$ cat src/rtl/cdr_pkg.sv
package cdr_pkg;
  // Field positions decoded by software; these are part of the behaviour.
  localparam int TMR_LSB = 4;   // timer acknowledge / timer pending
  localparam int ACK_LSB = 8;   // doorbell acknowledge / doorbell pending
  localparam int REQ_LSB = 12;  // doorbell request
  localparam int NXM_BIT = 28;  // accepted, no effect
endpackage

$ cat src/rtl/cdr_wr_decode.sv
module cdr_wr_decode
  import cdr_pkg::*;
#(
  parameter int DW   = 64,
  parameter int NCPU = 4
) (
  input  logic            clk,
  input  logic            rst_n,
  input  logic            wr_en,
  input  logic [DW-1:0]   wr_data,
  output logic [NCPU-1:0] ipi_req,
  output logic [NCPU-1:0] ipi_ack,
  output logic [NCPU-1:0] tmr_ack,
  output logic            wr_unsup
);
  localparam logic [DW-1:0] ONES_N = {{(DW-NCPU){1'b0}}, {NCPU{1'b1}}};
  localparam logic [DW-1:0] KNOWN  = (ONES_N << REQ_LSB) | (ONES_N << ACK_LSB)
                                   | (ONES_N << TMR_LSB) | (DW'(1) << NXM_BIT);

  logic known_hit;

  always_comb begin
    known_hit = |(wr_data & KNOWN);
    ipi_req   = wr_en ? wr_data[REQ_LSB +: NCPU] : '0;
    ipi_ack   = wr_en ? wr_data[ACK_LSB +: NCPU] : '0;
    tmr_ack   = wr_en ? wr_data[TMR_LSB +: NCPU] : '0;
    wr_unsup  = wr_en & ~known_hit;
  end

  // the flag only ever appears with a strobe
  p_unsup_needs_strobe_r8: assert property (@(posedge clk) disable iff (!rst_n)
    wr_unsup |-> wr_en);
  // with no strobe, no field reaches the pending logic
  p_idle_no_fields_r10: assert property (@(posedge clk) disable iff (!rst_n)
    !wr_en |-> (ipi_req == '0 && ipi_ack == '0 && tmr_ack == '0));
endmodule

$ cat src/rtl/cdr_ipi_slice.sv
module cdr_ipi_slice (
  input  logic clk,
  input  logic rst_n,
  input  logic req,
  input  logic ack,
  output logic pend
);
  logic pend_nxt;
  logic pend_en;

  always_comb begin
    pend_nxt = pend;
    if (req) pend_nxt = 1'b1;   // set phase first
    if (ack) pend_nxt = 1'b0;   // then clear phase
    pend_en  = req | ack;
  end

  always_ff @(posedge clk or negedge rst_n) begin
    if (!rst_n)       pend <= 1'b0;
    else if (pend_en) pend <= pend_nxt;
  end

  p_req_sets_r2: assert property (@(posedge clk) disable iff (!rst_n)
    (req && !ack) |=> pend);
  p_ack_clears_r4: assert property (@(posedge clk) disable iff (!rst_n)
    (ack && !req) |=> !pend);
  p_both_leaves_clear_r5: assert property (@(posedge clk) disable iff (!rst_n)
    (req && ack) |=> !pend);
  p_hold_when_quiet_r3: assert property (@(posedge clk) disable iff (!rst_n)
    (!req && !ack) |=> $stable(pend));
endmodule

$ cat src/rtl/cdr_tmr_slice.sv
module cdr_tmr_slice (
  input  logic clk,
  input  logic rst_n,
  input  logic tick,
  input  logic ack,
  output logic pend
);
  logic pend_nxt;
  logic pend_en;

  always_comb begin
    pend_nxt = pend;
    if (ack)  pend_nxt = 1'b0;
    if (tick) pend_nxt = 1'b1;  // tick overrides a same-cycle clear
    pend_en  = tick | ack;
  end

  always_ff @(posedge clk or negedge rst_n) begin
    if (!rst_n)       pend <= 1'b0;
    else if (pend_en) pend <= pend_nxt;
  end

  p_tick_wins_r6: assert property (@(posedge clk) disable iff (!rst_n)
    tick |=> pend);
  p_tmr_ack_clears_r6: assert property (@(posedge clk) disable iff (!rst_n)
    (ack && !tick) |=> !pend);
  p_tmr_hold_r10: assert property (@(posedge clk) disable iff (!rst_n)
    (!ack && !tick) |=> $stable(pend));
endmodule

$ cat src/rtl/cpu_doorbell_reg.sv
module cpu_doorbell_reg
  import cdr_pkg::*;
#(
  parameter int DW   = 64,
  parameter int NCPU = 4
) (
  input  logic            clk,
  input  logic            rst_n,
  input  logic            wr_en,
  input  logic [DW-1:0]   wr_data,
  input  logic [NCPU-1:0] tmr_tick,
  output logic [DW-1:0]   rd_data,
  output logic [NCPU-1:0] irq_ipi,
  output logic [NCPU-1:0] irq_tmr,
  output logic            wr_unsup
);
  logic [NCPU-1:0] ipi_req;
  logic [NCPU-1:0] ipi_ack;
  logic [NCPU-1:0] tmr_ack;
  logic [NCPU-1:0] ipi_pend;
  logic [NCPU-1:0] tmr_pend;

  cdr_wr_decode #(.DW(DW), .NCPU(NCPU)) u_dec (
    .clk      (clk),
    .rst_n    (rst_n),
    .wr_en    (wr_en),
    .wr_data  (wr_data),
    .ipi_req  (ipi_req),
    .ipi_ack  (ipi_ack),
    .tmr_ack  (tmr_ack),
    .wr_unsup (wr_unsup)
  );

  for (genvar n = 0; n < NCPU; n++) begin : g_cpu
    cdr_ipi_slice u_ipi (
      .clk   (clk),
      .rst_n (rst_n),
      .req   (ipi_req[n]),
      .ack   (ipi_ack[n]),
      .pend  (ipi_pend[n])
    );
    cdr_tmr_slice u_tmr (
      .clk   (clk),
      .rst_n (rst_n),
      .tick  (tmr_tick[n]),
      .ack   (tmr_ack[n]),
      .pend  (tmr_pend[n])
    );
  end

  always_comb begin
    rd_data                     = '0;
    rd_data[ACK_LSB +: NCPU]    = ipi_pend;
    rd_data[TMR_LSB +: NCPU]    = tmr_pend;
    irq_ipi                     = ipi_pend;
    irq_tmr                     = tmr_pend;
  end

  // no strobe and no tick means the readable state is frozen
  p_idle_stable_r10: assert property (@(posedge clk) disable iff (!rst_n)
    (!wr_en && tmr_tick == '0) |=> $stable(rd_data));
  // a write carrying only the accepted error bit leaves the state alone
  p_nxm_only_r7: assert property (@(posedge clk) disable iff (!rst_n)
    (wr_en && wr_data[15:4] == '0 && tmr_tick == '0) |=> $stable(rd_data));
endmodule

$ cat config.mk
export PLATFORM = sky130hd
export DESIGN_NAME = cpu_doorbell_reg
export DESIGN_NICKNAME = d
export VERILOG_FILES = /design/src/rtl/cdr_pkg.sv /design/src/rtl/cdr_wr_decode.sv /design/src/rtl/cdr_ipi_slice.sv /design/src/rtl/cdr_tmr_slice.sv /design/src/rtl/cpu_doorbell_reg.sv
export SDC_FILE = /design/constraint.sdc
export NUM_CORES = 1
export LEC_CHECK = 0
export BUFFER_PORTS_ARGS = -buffer_cell sky130_fd_sc_hd__buf_4
export CAP_MARGIN = 20
export CORE_MARGIN = 2
export CORE_UTILIZATION = 31
export CTS_BUF_LIST = sky130_fd_sc_hd__clkbuf_2 sky130_fd_sc_hd__clkbuf_4 sky130_fd_sc_hd__clkbuf_8
export DETAILED_ROUTE_END_ITERATION = 7
export GPL_ROUTABILITY_DRIVEN = 0
export GPL_TIMING_DRIVEN = 0
export PLACE_DENSITY_LB_ADDON = 0.3
export SYNTH_ARGS = -nofsm -noshare
export SYNTH_HDL_FRONTEND = slang
export SYNTH_SLANG_ARGS = --single-unit
$ cat constraint.sdc
create_clock -name clk -period 1.1 [get_ports clk]
set_input_delay 0 -clock clk [delete_from_list [all_inputs] [get_ports clk]]
set_output_delay 0 -clock clk [all_outputs]
set_load 0.005 [all_outputs]
==> results.md <==
- Summing over every cut layer, the via total after detailed routing is 756.
- For the final routed database, the setup TNS stands at 0 ps.
- Timing would allow up to 1030 MHz.
- Global routing used 11.1% of the available tracks.
- The total power density per cell area is 703 mW/mm2.
- Of all nets on the critical path, the largest fanout is 2.
- Sorting the synthesized cells by area gives the leading types as sky130_fd_sc_hd__buf_4, sky130_fd_sc_hd__dfrtp_1, sky130_fd_sc_hd__a21oi_1.
- The routed design has 1760 um of wire.
- The max-slew violation count is 0.
- The total design power is 1.06 mW.
- Buffers placed on the I/O ports in this run total 36.
- Once routing completed, OpenROAD measured the worst setup slack at 127 ps.
- The die outline width is 57.2 um.
- For the worst setup path, the data required time is 1100 ps.
- Across the routed clock network, the largest skew measured is 0 ps.
- STA classifies the critical path endpoint as an output pin.
- The later pin in the worst-skew pair is clocked with a latency of 250 ps.
- The final layout contains 278 nets.
- The area taken by flip-flops and latches is 200 um2.
- The estimated wirelength of the detail-placed design is 1540 um.
- The largest net degree at the start of global routing is 11.
- The routed length per instance is 7.47 um.
- The sequential power share is 32.2%.
- The multi-input combinational cells in the finished layout cover a total of 338 um2.
- The mapped cell area is 877 um2.
- The count of different cell masters after synthesis is 10.
- After clock tree synthesis, the clock-pin slew on the worst setup and hold paths is 60 ps.
- The number of maximum-capacitance violations is 0.
- The detailed-route DRC error count is 0.
- Summed over all nets, the switching power comes to 0.281 mW.
- The library cell used as clock root buffer is sky130_fd_sc_hd__clkbuf_4.
- The layout filler cell count is 285.
- The clock tree from TritonCTS is done.
- The switching part of the total power is 26.6%.
- Once detail routing completed, the nets flagged for antenna violations numbered 0.
- The final critical path takes up 88.4% of the cycle.
- During I/O placement, the number of pins put on the boundary was 144.
- The number of failing hold endpoints at the final stage came to 0.
- The clock network burns 21.7% of the power.
- The share of synthesized area occupied by flip-flops and latches is 22.8%.
- The largest total area in the synthesized netlist belongs to sky130_fd_sc_hd__buf_4.
- After the first detailed-routing iteration, the DRC count stood at 16.
- The number of H-tree branching levels is 1.
- The number of cell rows is 19.
- By startpoint and endpoint, the worst setup path is classified as in -> out.
- Yosys printed 0 warnings.
- The startpoint type of the worst setup path is an input port.
- The first global-routing pass estimated 2870 um of wire.
- Setup violations remaining at the end of the flow were counted as 0.
- The flop and latch count out of synthesis is 8.
- IR analysis of the VDD net gives a maximum drop of 425 uV.
- Cells with a size suffix above 1 make up 55.1% of the layout.
- The initial utilization of the core area, before any placement, comes to 32.4%.
- The number of global-route vias before repair is 698.
- The top cell type's share of synthesized area is 62.5%.
- After global routing the overflow that remains totals 0.
- Clock tree synthesis inserted a total of 3 buffers.
- The cell count after synthesis came out at 103.
- The number of buffers on the longest clock path is 2.
- The flow ran to the end, and the final reports show no timing, DRC or antenna violations.
- Counting tap cells, the placed design contains a total of 225 instances.
- The floorplan step defined a die boundary enclosing 0.00327 mm2.
- The antenna cell count is 0.
- The first TritonRoute pass finished after 4 iterations.
- The region available for standard cell placement spans 0.00271 mm2.
- The time the worst path needs with I/O delays and setup is 973 ps.
- The clock net sink count is 8.
- The relative area change from synthesis to final layout is 71.5%.
- STA puts the critical path data arrival time at 970 ps.
- The average cell area after synthesis is 8.52 um2.
- At the placement stage, the worst setup path has a slack of 306 ps.
- For this run, the number of standard cells in the final layout without fillers is 236.
- Of the total power, combinational logic draws 46.1%.
- The leakage power summed over all cells is 0.919 nW.
- Setup repair after global routing left no endpoint under its margin.
- The internal power component is 0.776 mW.
- The path class of the tightest hold or removal check is in -> reg.
- The number of antenna violations at the first check in global routing came to 0.
- The via density per instance is 3.20.
- From bottom edge to top edge, the die measures 57.2 um.
[power by group through the flow]
stage	logic, mW	registers [mW]	clock network (mW)
floorplan	0.303	0.342	0
global placement	0.453	0.347	0
detailed placement	0.458	0.347	0
CTS	0.484	0.342	0.242
global route	0.538	0.346	0.258
finish	0.487	0.341	0.229
[synth_stat cells]
library cell              number
sky130_fd_sc_hd__conb_1        1
sky130_fd_sc_hd__nor2_1        1
sky130_fd_sc_hd__a21oi_1       8
sky130_fd_sc_hd__nor4b_2       1
sky130_fd_sc_hd__dfrtp_1       8
sky130_fd_sc_hd__nand2_1       4
sky130_fd_sc_hd__and4_1        1
sky130_fd_sc_hd__a21o_1        4
sky130_fd_sc_hd__buf_4        73
sky130_fd_sc_hd__nor4_1        2
[sequential cells by signal (all words and copies together) (netlist names)]
signal and flops:
g_cpu.u_ipi.pend 4, g_cpu.u_tmr.pend 4
[path summary, 6_finish.rpt]
kind | from | to | slack, ps | cells past startpoint
min in group asynchronous | rst_n | g_cpu[2].u_tmr.pend | 110 | 2
hold / removal | wr_data[12] | g_cpu[0].u_ipi.pend | 40 | 3
setup / recovery | wr_data[11] | wr_unsup | 130 | 4
setup reg to reg | g_cpu[0].u_ipi.pend | g_cpu[0].u_ipi.pend | 410 | 2
max in group asynchronous | rst_n | g_cpu[3].u_tmr.pend | 850 | 2
hold reg to reg | g_cpu[0].u_tmr.pend | g_cpu[0].u_tmr.pend | 500 | 1
[per-stage QoR]
stage | hold slack, ps | utilization (%) | instance area (um2)
final | 37.8 | 55.5 | 1500
after detailed placement | -169 | 51.4 | 1390
after global placement | -173 | 51.4 | 1390
after floorplan | -296 | - | 1080
after CTS | 26.8 | 55.5 | 1510
after global routing | 65.6 | 55.5 | 1500
[cells by family after synthesis]
| kind of cell | count (synthesis) | synth area share [%] |
|---|---|---|
| buf+inv | 73 | 62.5 |
| compound gates | 12 | 7.99 |
| simple gates | 9 | 6.28 |
| flops | 8 | 22.8 |
| other cells | 1 | 0.428 |
[layer usage]
metal	vias up	GRT usage, %	share of wire, %
met1	294	11.9	34
met4	0	3.99	0
met3	0	3.85	16
li1	408	-	-
met5	-	0	0
met2	54	20.0	50
[layout by cell type, fill, tap and decap left out, drive strengths merged]
master       synthesis  layout
nor4                 2       2
a21o                 4       4
nand2                4       4
conb                 1      56
buf                 73     108
dfrtp                8       8
dlygate4sd3          0       9
a21oi                8       8
nor4b                1       1
and4                 1       1
clkbuf               0       3
nor2                 1       1
[layout make-up]
class                           instances  share of cell area (%)
Buffer                                 73                    36.4
Timing Repair Buffer                   44                    23.7
Multi-Input combinational cell         77                    22.5
Sequential cell                         8                    13.3
Tap cell                               31                    2.58
Clock buffer                            3                    1.50
[repair_timing]
action,4_1_cts,5_1_grt
buffers inserted,0,0
hold buffers,9,0
gates resized for setup,0,2
setup endpoints to repair,0,1
hold endpoints to repair,16,0
[worst max-delay path, cell delays in order]
cell and delay [ps]:
sky130_fd_sc_hd__dlygate4sd3_1 570, sky130_fd_sc_hd__nor2_2 110, sky130_fd_sc_hd__and4_1 190, sky130_fd_sc_hd__buf_6 100
No activity file was read; power rests on OpenSTA's default activity.
